`config.mk`:
```
export PLATFORM = sky130hd
export DESIGN_NAME = tap_scan_ctrl
export DESIGN_NICKNAME = d
export VERILOG_FILES = /design/src/rtl/tap_pkg.sv /design/src/rtl/tap_fsm.sv /design/src/rtl/tap_ir.sv /design/src/rtl/tap_dr_bank.sv /design/src/rtl/tap_scan_ctrl.sv
export SDC_FILE = /design/constraint.sdc
export NUM_CORES = 1
export LEC_CHECK = 0
export BUFFER_PORTS_ARGS = -buffer_cell sky130_fd_sc_hd__buf_2
export CAP_MARGIN = 5
export CORE_MARGIN = 2
export CORE_UTILIZATION = 45
export CTS_BUF_LIST = sky130_fd_sc_hd__clkbuf_8
export CTS_CLUSTER_DIAMETER = 50
export DETAILED_ROUTE_END_ITERATION = 10
export PLACE_DENSITY = 0.67
export SLEW_MARGIN = 20
export SYNTH_ARGS = -nofsm -noshare
export SYNTH_HDL_FRONTEND = slang
export SYNTH_SLANG_ARGS = --single-unit
export TNS_END_PERCENT = 30
```
`constraint.sdc`:
```
create_clock -name tck -period 2 [get_ports tck]
set_clock_uncertainty 0.1 [all_clocks]
set_input_delay 0.3 -clock tck [delete_from_list [all_inputs] [get_ports tck]]
set_output_delay 0.3 -clock tck [all_outputs]
set_load 0.1 [all_outputs]
```
`src/rtl/tap_pkg.sv`:
```
package tap_pkg;

    typedef enum logic [3:0] {
        ST_RESET, ST_IDLE,
        ST_SEL_DR, ST_CAP_DR, ST_SH_DR, ST_EX1_DR, ST_PA_DR, ST_EX2_DR, ST_UPD_DR,
        ST_SEL_IR, ST_CAP_IR, ST_SH_IR, ST_EX1_IR, ST_PA_IR, ST_EX2_IR, ST_UPD_IR
    } tap_state_t;

    localparam int IR_W          = 4;
    localparam int ID_W          = 32;
    localparam int CELLS_PER_PIN = 4;
    localparam int CELL_PUD      = 0;
    localparam int CELL_OE       = 1;
    localparam int CELL_DOUT     = 2;
    localparam int CELL_DIN      = 3;

    typedef logic [IR_W-1:0] opcode_t;

    localparam opcode_t OP_EXTEST  = 4'h0;
    localparam opcode_t OP_IDCODE  = 4'h1;
    localparam opcode_t OP_RSTREG  = 4'hC;
    localparam opcode_t OP_BYPASS  = 4'hF;
    localparam opcode_t IR_CAPTURE = 4'b0001;

    typedef enum logic [1:0] {SEL_BYPASS, SEL_ID, SEL_CHAIN, SEL_RST} dr_sel_t;

    typedef struct packed {
        logic capture;
        logic shift;
        logic update;
    } scan_ctl_t;

    typedef struct packed {
        logic pud;
        logic oe;
        logic dout;
    } pin_drive_t;

    function automatic tap_state_t tap_next(input tap_state_t s, input logic tms);
        case (s)
            ST_RESET:  return tms ? ST_RESET  : ST_IDLE;
            ST_IDLE:   return tms ? ST_SEL_DR : ST_IDLE;
            ST_SEL_DR: return tms ? ST_SEL_IR : ST_CAP_DR;
            ST_CAP_DR: return tms ? ST_EX1_DR : ST_SH_DR;
            ST_SH_DR:  return tms ? ST_EX1_DR : ST_SH_DR;
            ST_EX1_DR: return tms ? ST_UPD_DR : ST_PA_DR;
            ST_PA_DR:  return tms ? ST_EX2_DR : ST_PA_DR;
            ST_EX2_DR: return tms ? ST_UPD_DR : ST_SH_DR;
            ST_UPD_DR: return tms ? ST_SEL_DR : ST_IDLE;
            ST_SEL_IR: return tms ? ST_RESET  : ST_CAP_IR;
            ST_CAP_IR: return tms ? ST_EX1_IR : ST_SH_IR;
            ST_SH_IR:  return tms ? ST_EX1_IR : ST_SH_IR;
            ST_EX1_IR: return tms ? ST_UPD_IR : ST_PA_IR;
            ST_PA_IR:  return tms ? ST_EX2_IR : ST_PA_IR;
            ST_EX2_IR: return tms ? ST_UPD_IR : ST_SH_IR;
            default:   return tms ? ST_SEL_DR : ST_IDLE;
        endcase
    endfunction

    function automatic dr_sel_t decode_op(input opcode_t op);
        case (op)
            OP_EXTEST: return SEL_CHAIN;
            OP_IDCODE: return SEL_ID;
            OP_RSTREG: return SEL_RST;
            default:   return SEL_BYPASS;
        endcase
    endfunction

    function automatic logic [ID_W-1:0] make_id(input logic [3:0] ver,
                                                input logic [15:0] part,
                                                input logic [10:0] mfr);
        return {ver, part, mfr, 1'b1};
    endfunction

endpackage

```
`src/rtl/tap_fsm.sv`:
```
module tap_fsm import tap_pkg::*; (
    input  logic       tck,
    input  logic       trst,
    input  logic       tms,
    output tap_state_t state,
    output logic       in_reset,
    output scan_ctl_t  ir_ctl,
    output scan_ctl_t  dr_ctl
);
    tap_state_t state_q;

    always_ff @(posedge tck) begin
        if (trst) state_q <= ST_RESET;
        else      state_q <= tap_next(state_q, tms);
    end

    assign state    = state_q;
    assign in_reset = (state_q == ST_RESET);

    always_comb begin
        ir_ctl.capture = (state_q == ST_CAP_IR);
        ir_ctl.shift   = (state_q == ST_SH_IR);
        ir_ctl.update  = (state_q == ST_UPD_IR);
        dr_ctl.capture = (state_q == ST_CAP_DR);
        dr_ctl.shift   = (state_q == ST_SH_DR);
        dr_ctl.update  = (state_q == ST_UPD_DR);
    end
endmodule

```
`src/rtl/tap_ir.sv`:
```
module tap_ir import tap_pkg::*; (
    input  logic      tck,
    input  logic      trst,
    input  logic      tdi,
    input  logic      in_reset,
    input  scan_ctl_t ctl,
    output opcode_t   ir_q,
    output opcode_t   ir_sh
);
    opcode_t sh_q;
    opcode_t act_q;

    always_ff @(posedge tck) begin
        if (trst || ctl.capture) sh_q <= IR_CAPTURE;
        else if (ctl.shift)      sh_q <= {tdi, sh_q[IR_W-1:1]};
    end

    always_ff @(posedge tck) begin
        if (trst || in_reset) act_q <= OP_IDCODE;
        else if (ctl.update)  act_q <= sh_q;
    end

    assign ir_q  = act_q;
    assign ir_sh = sh_q;
endmodule

```
`src/rtl/tap_dr_bank.sv`:
```
module tap_dr_bank import tap_pkg::*; #(
    parameter int              NPIN    = 4,
    parameter logic [ID_W-1:0] ID_WORD = 32'h0000_0001
) (
    input  logic            tck,
    input  logic            trst,
    input  logic            tdi,
    input  logic            in_reset,
    input  scan_ctl_t       ctl,
    input  dr_sel_t         sel,
    input  logic [NPIN-1:0] core_pud,
    input  logic [NPIN-1:0] core_oe,
    input  logic [NPIN-1:0] core_out,
    input  logic [NPIN-1:0] pad_in,
    output logic            dr_lsb,
    output logic            byp_q,
    output logic            rst_q,
    output logic [NPIN-1:0] lat_pud,
    output logic [NPIN-1:0] lat_oe,
    output logic [NPIN-1:0] lat_out
);
    localparam int CHAIN = NPIN * CELLS_PER_PIN;

    logic [ID_W-1:0]  id_q;
    logic [CHAIN-1:0] chain_q;
    logic [CHAIN-1:0] chain_cap;
    logic             byp_r;
    logic             rst_r;

    wire sel_id    = (sel == SEL_ID);
    wire sel_chain = (sel == SEL_CHAIN);
    wire sel_byp   = (sel == SEL_BYPASS);
    wire sel_rst   = (sel == SEL_RST);

    for (genvar p = 0; p < NPIN; p++) begin : g_pin
        pin_drive_t lat_p;

        assign chain_cap[p*CELLS_PER_PIN + CELL_PUD]  = core_pud[p];
        assign chain_cap[p*CELLS_PER_PIN + CELL_OE]   = core_oe[p];
        assign chain_cap[p*CELLS_PER_PIN + CELL_DOUT] = core_out[p];
        assign chain_cap[p*CELLS_PER_PIN + CELL_DIN]  = pad_in[p];

        always_ff @(posedge tck) begin
            if (trst) begin
                lat_p <= '0;
            end else if (ctl.update && sel_chain) begin
                lat_p.pud  <= chain_q[p*CELLS_PER_PIN + CELL_PUD];
                lat_p.oe   <= chain_q[p*CELLS_PER_PIN + CELL_OE];
                lat_p.dout <= chain_q[p*CELLS_PER_PIN + CELL_DOUT];
            end
        end

        assign lat_pud[p] = lat_p.pud;
        assign lat_oe[p]  = lat_p.oe;
        assign lat_out[p] = lat_p.dout;
    end

    always_ff @(posedge tck) begin
        if (trst)                      id_q <= ID_WORD;
        else if (ctl.capture && sel_id) id_q <= ID_WORD;
        else if (ctl.shift && sel_id)   id_q <= {tdi, id_q[ID_W-1:1]};
    end

    always_ff @(posedge tck) begin
        if (trst)                          chain_q <= '0;
        else if (ctl.capture && sel_chain) chain_q <= chain_cap;
        else if (ctl.shift && sel_chain)   chain_q <= {tdi, chain_q[CHAIN-1:1]};
    end

    always_ff @(posedge tck) begin
        if (trst || (ctl.capture && sel_byp)) byp_r <= 1'b0;
        else if (ctl.shift && sel_byp)        byp_r <= tdi;
    end

    always_ff @(posedge tck) begin
        if (trst || in_reset)          rst_r <= 1'b0;
        else if (ctl.shift && sel_rst) rst_r <= tdi;
    end

    always_comb begin
        case (sel)
            SEL_ID:    dr_lsb = id_q[0];
            SEL_CHAIN: dr_lsb = chain_q[0];
            SEL_RST:   dr_lsb = rst_r;
            default:   dr_lsb = byp_r;
        endcase
    end

    assign byp_q = byp_r;
    assign rst_q = rst_r;
endmodule

```
`src/rtl/tap_scan_ctrl.sv`:
```
module tap_scan_ctrl import tap_pkg::*; #(
    parameter int          NPIN       = 4,
    parameter logic [3:0]  ID_VERSION = 4'h1,
    parameter logic [15:0] ID_PART    = 16'h5C31,
    parameter logic [10:0] ID_MFR     = 11'h0A7
) (
    input  logic            tck,
    input  logic            trst,
    input  logic            tms,
    input  logic            tdi,
    output logic            tdo,
    output logic            tdo_oe,
    input  logic [NPIN-1:0] core_pud,
    input  logic [NPIN-1:0] core_oe,
    input  logic [NPIN-1:0] core_out,
    output logic [NPIN-1:0] core_in,
    input  logic [NPIN-1:0] pad_in,
    output logic [NPIN-1:0] pad_pud,
    output logic [NPIN-1:0] pad_oe,
    output logic [NPIN-1:0] pad_out,
    input  logic            sys_rst_in,
    output logic            chip_rst
);
    localparam logic [ID_W-1:0] ID_WORD = make_id(ID_VERSION, ID_PART, ID_MFR);

    tap_state_t      state;
    logic            in_reset;
    scan_ctl_t       ir_ctl;
    scan_ctl_t       dr_ctl;
    opcode_t         ir_q;
    opcode_t         ir_sh;
    dr_sel_t         sel;
    logic            dr_lsb;
    logic            byp_q;
    logic            rst_q;
    logic [NPIN-1:0] lat_pud;
    logic [NPIN-1:0] lat_oe;
    logic [NPIN-1:0] lat_out;
    logic            tdo_q;
    logic            oe_q;

    tap_fsm u_fsm (
        .tck(tck), .trst(trst), .tms(tms),
        .state(state), .in_reset(in_reset), .ir_ctl(ir_ctl), .dr_ctl(dr_ctl)
    );

    tap_ir u_ir (
        .tck(tck), .trst(trst), .tdi(tdi), .in_reset(in_reset),
        .ctl(ir_ctl), .ir_q(ir_q), .ir_sh(ir_sh)
    );

    assign sel = decode_op(ir_q);

    tap_dr_bank #(.NPIN(NPIN), .ID_WORD(ID_WORD)) u_dr (
        .tck(tck), .trst(trst), .tdi(tdi), .in_reset(in_reset),
        .ctl(dr_ctl), .sel(sel),
        .core_pud(core_pud), .core_oe(core_oe), .core_out(core_out), .pad_in(pad_in),
        .dr_lsb(dr_lsb), .byp_q(byp_q), .rst_q(rst_q),
        .lat_pud(lat_pud), .lat_oe(lat_oe), .lat_out(lat_out)
    );

    always_ff @(negedge tck) begin
        if (trst) begin
            tdo_q <= 1'b0;
            oe_q  <= 1'b0;
        end else begin
            oe_q  <= ir_ctl.shift | dr_ctl.shift;
            tdo_q <= ir_ctl.shift ? ir_sh[0] : (dr_ctl.shift ? dr_lsb : 1'b0);
        end
    end

    assign tdo      = tdo_q;
    assign tdo_oe   = oe_q;
    assign chip_rst = sys_rst_in | rst_q;
    assign core_in  = pad_in;

    wire extest = (sel == SEL_CHAIN);

    for (genvar p = 0; p < NPIN; p++) begin : g_mux
        pin_drive_t drv;
        always_comb begin
            if (extest) begin
                drv = '{pud: lat_pud[p], oe: lat_oe[p], dout: lat_out[p]};
            end else begin
                drv = '{pud: core_pud[p], oe: core_oe[p] & ~chip_rst, dout: core_out[p]};
            end
        end
        assign pad_pud[p] = drv.pud;
        assign pad_oe[p]  = drv.oe;
        assign pad_out[p] = drv.dout;
    end
endmodule

```
==> results.sh <==
export IMPL_hold_violations=0
export IMPL_power_mw=3.25
export IMPL_diodes=0
export IMPL_drtPass1Iterations=4
export IMPL_coreArea_um2=7210
export IMPL_finalNonFillerCells=526
export IMPL_io_buffers=39
export IMPL_postSynthNetCount=381
export IMPL_dp_hpwl_um=5080
export IMPL_die_x_um=90.1
export IMPL_postRouteAntennaNets=0
export IMPL_crit_family="simple AND/OR/NAND/NOR gates"
export IMPL_htree_num_levels=3
export IMPL_final_design_area_no_fill_um2=4550
export IMPL_peakVddDrop_mv=0.614
export IMPL_place_inst=494
export IMPL_hold_buffers=0
export IMPL_synth_edf_count=0
export IMPL_finalCriticalPeriod_ns=2.35
export IMPL_antenna_found_initial=0
export IMPL_root_buffer="clkbuf_8"
export IMPL_drv_cap=0
export IMPL_routedWlPerCell_um=15.5
export IMPL_die_area_um2=8110
export IMPL_utilization_pct=63.0
export IMPL_tns_ns=-6.82
export IMPL_start_util_pct=46.2
export IMPL_pin_count=40
export IMPL_hold_worst_slack_ns=0.185
export IMPL_dieHeight_um=90.1
export IMPL_grt_start_max_net_pins=48
export IMPL_final_max_slew_viol_count=0
export IMPL_wl_um=8150
export IMPL_row_count=31
export IMPL_worstSetupEndpointType="output pin"
export IMPL_pre_cts_ws_ns=-0.395
export IMPL_ys_ff_latch=76
export IMPL_netlist_instances=360
export IMPL_grt_pass1_vias=2776
export IMPL_worstSetupStartpointType="flip-flop"
export IMPL_first_iter_violations=124
export IMPL_drive_above_1_share_pct=37.5
export IMPL_rsz0062_at_grt="yes"
export IMPL_vias=2912
export IMPL_placed_area_um2=3980
export IMPL_areaGrowthSynthToFinish_pct=36.3
export IMPL_max_stage_delay_ns=0.51
export IMPL_via_per_inst=5.54
export IMPL_grt_pass1_wl_um=12900
export IMPL_cts_buffers_inserted=9
export IMPL_crit_path_max_fanout=7
export IMPL_fmax_mhz=425
export IMPL_path_buf_inv=3
export IMPL_cp_slowest_cell="or4_4"
export IMPL_cts_path_max_buffers=2
export IMPL_gp_congestion=0.820
export IMPL_drc=0
export IMPL_cpMostUsedCell="buf_6"
export IMPL_ys_async_sr_fraction_pct=0
export IMPL_critical_path_required_ns=1.60
export IMPL_powerDensity_nw_per_um2=716
export IMPL_fin_ws_ns=-0.353
export IMPL_grt_usage_pct=19.3
export IMPL_worstHoldPathType="in2reg"
export IMPL_cts_tree="built"
export IMPL_syn_area_um2=3330
export IMPL_critPathArrivalTime_ns=1.95
export IMPL_power_leakage_nw=1.83
export IMPL_violations="setup timing"
export IMPL_avgSynthCellArea_um2=9.26
export IMPL_path_clk_slew_ns=0.08
export IMPL_insertion_delay_ns=0.34
export IMPL_setup_viol=49
export IMPL_cts_sinks=76
export IMPL_nNetsFinal=443
export IMPL_worst_slew_pin_slew_ns=0.509
export IMPL_crit_chain="buf_6 -> buf_6 -> or4_4 -> mux2_4 -> buf_12"
export IMPL_worst_setup_path_type="reg2out"
export IMPL_overflow=0
export IMPL_synth_main_ff_cell="dfxtp_1"
export IMPL_final_cell_mix="67 x nor2_1, 67 x dfxtp_1, 31 x buf_4"
export IMPL_synth_cell_types=44
export IMPL_finalCritPeriodShare_pct=118
export IMPL_yosysSeqAreaShare_pct=45.6
export IMPL_yosys_warnings=0
export IMPL_status="finished with violations"
export IMPL_slew_headroom_pct=66.1
==> cell families after synthesis <==
family / share of synthesized area [%]
AO/OA/AOI/OAI: 19.4
multiplexers: 11.1
AND/OR/NAND/NOR: 17.2
XOR/XNOR: 0.263
flip-flops: 45.6
buffers and inverters: 6.30
==> state kept, by name, summed over array words and instances (netlist names) <==
signal and flops:
u_dr.id_q 32, u_dr.chain_q 16, u_dr.lat_oe 4, u_dr.lat_out 4, u_dr.lat_pud 4, u_fsm.state 4
u_ir.ir_q 4, u_ir.ir_sh 4, tdo 1, tdo_oe 1, u_dr.byp_q 1, u_dr.rst_q 1
==> timing repair <==
item	in CTS	in global routing
pin swaps	13	13
gates resized for setup	20	35
setup endpoints to repair	33	63
gates cloned	1	2
hold endpoints to repair	0	0
buffers inserted	3	10
==> worst paths after layout <==
kind / start / to / slack [ns] / cells past startpoint
min: tdi / u_dr.byp_q / 0.18 / 3
max: u_ir.ir_q[2] / pad_pud[0] / -0.35 / 5
max reg2reg: u_ir.ir_q[2] / tdo / -0.26 / 5
min reg2reg: u_dr.id_q[17] / u_dr.id_q[16] / 0.38 / 2
==> layer usage <==
metal / wire length (um) / up-vias / share of wire (%) / track usage, %
met5: 0 / - / 0 / 0
met4: 97 / 0 / 1.2 / 7.44
met3: 373 / 10 / 4.6 / 3.94
met2: 4110 / 61 / 50 / 32.3
met1: 3570 / 1425 / 44 / 24.6
li1: - / 1416 / - / -
==> area by class of cell <==
class | count | area, um2
Multi-Input combinational cell | 245 | 1800
Inverter | 5 | 18.8
Fill cell | 605 | 2670
Clock buffer | 9 | 124
Clock inverter | 9 | 98.8
Timing Repair Buffer | 83 | 838
Sequential cell | 76 | 1540
Tap cell | 99 | 124
==> synth_stat cells, drive strengths merged (2+ instances only) <==
master   count  share of area, %
nor4b        2              0.71
mux2i       27               8.1
mux2         9               3.0
nand3b       2              0.45
nand2b      14               2.6
nor2        73               8.2
nand3        6              0.90
o22ai       22               4.1
dfxtp       76                46
a21oi        4              0.60
o21ai        7               1.2
a211oi      19               5.4
a2bb2oi      2              0.53
a2111oi      2              0.53
a211o        3              0.79
inv          6              0.68
o21a         2              0.45
clkbuf      14               1.6
nand2       12               1.4
buf         20               4.1
a22oi       19               4.3
a311oi       2              0.53
nand4        3              0.56
==> worst reg2reg max path, cell delays in order (launching register included) <==
cell	delay (ns)
dfxtp_2	0.35
buf_6	0.12
buf_4	0.13
a32o_1	0.22
a22oi_2	0.14
a311oi_2	0.12
==> power by group <==
part	internal [mW]	total, mW	switching, mW
sequential	1.53	1.54	0.0151
clock	0.706	1.27	0.565
combinational	0.158	0.441	0.283
total	2.39	3.25	0.863
Note: power is estimated with default switching activity, not from simulation.
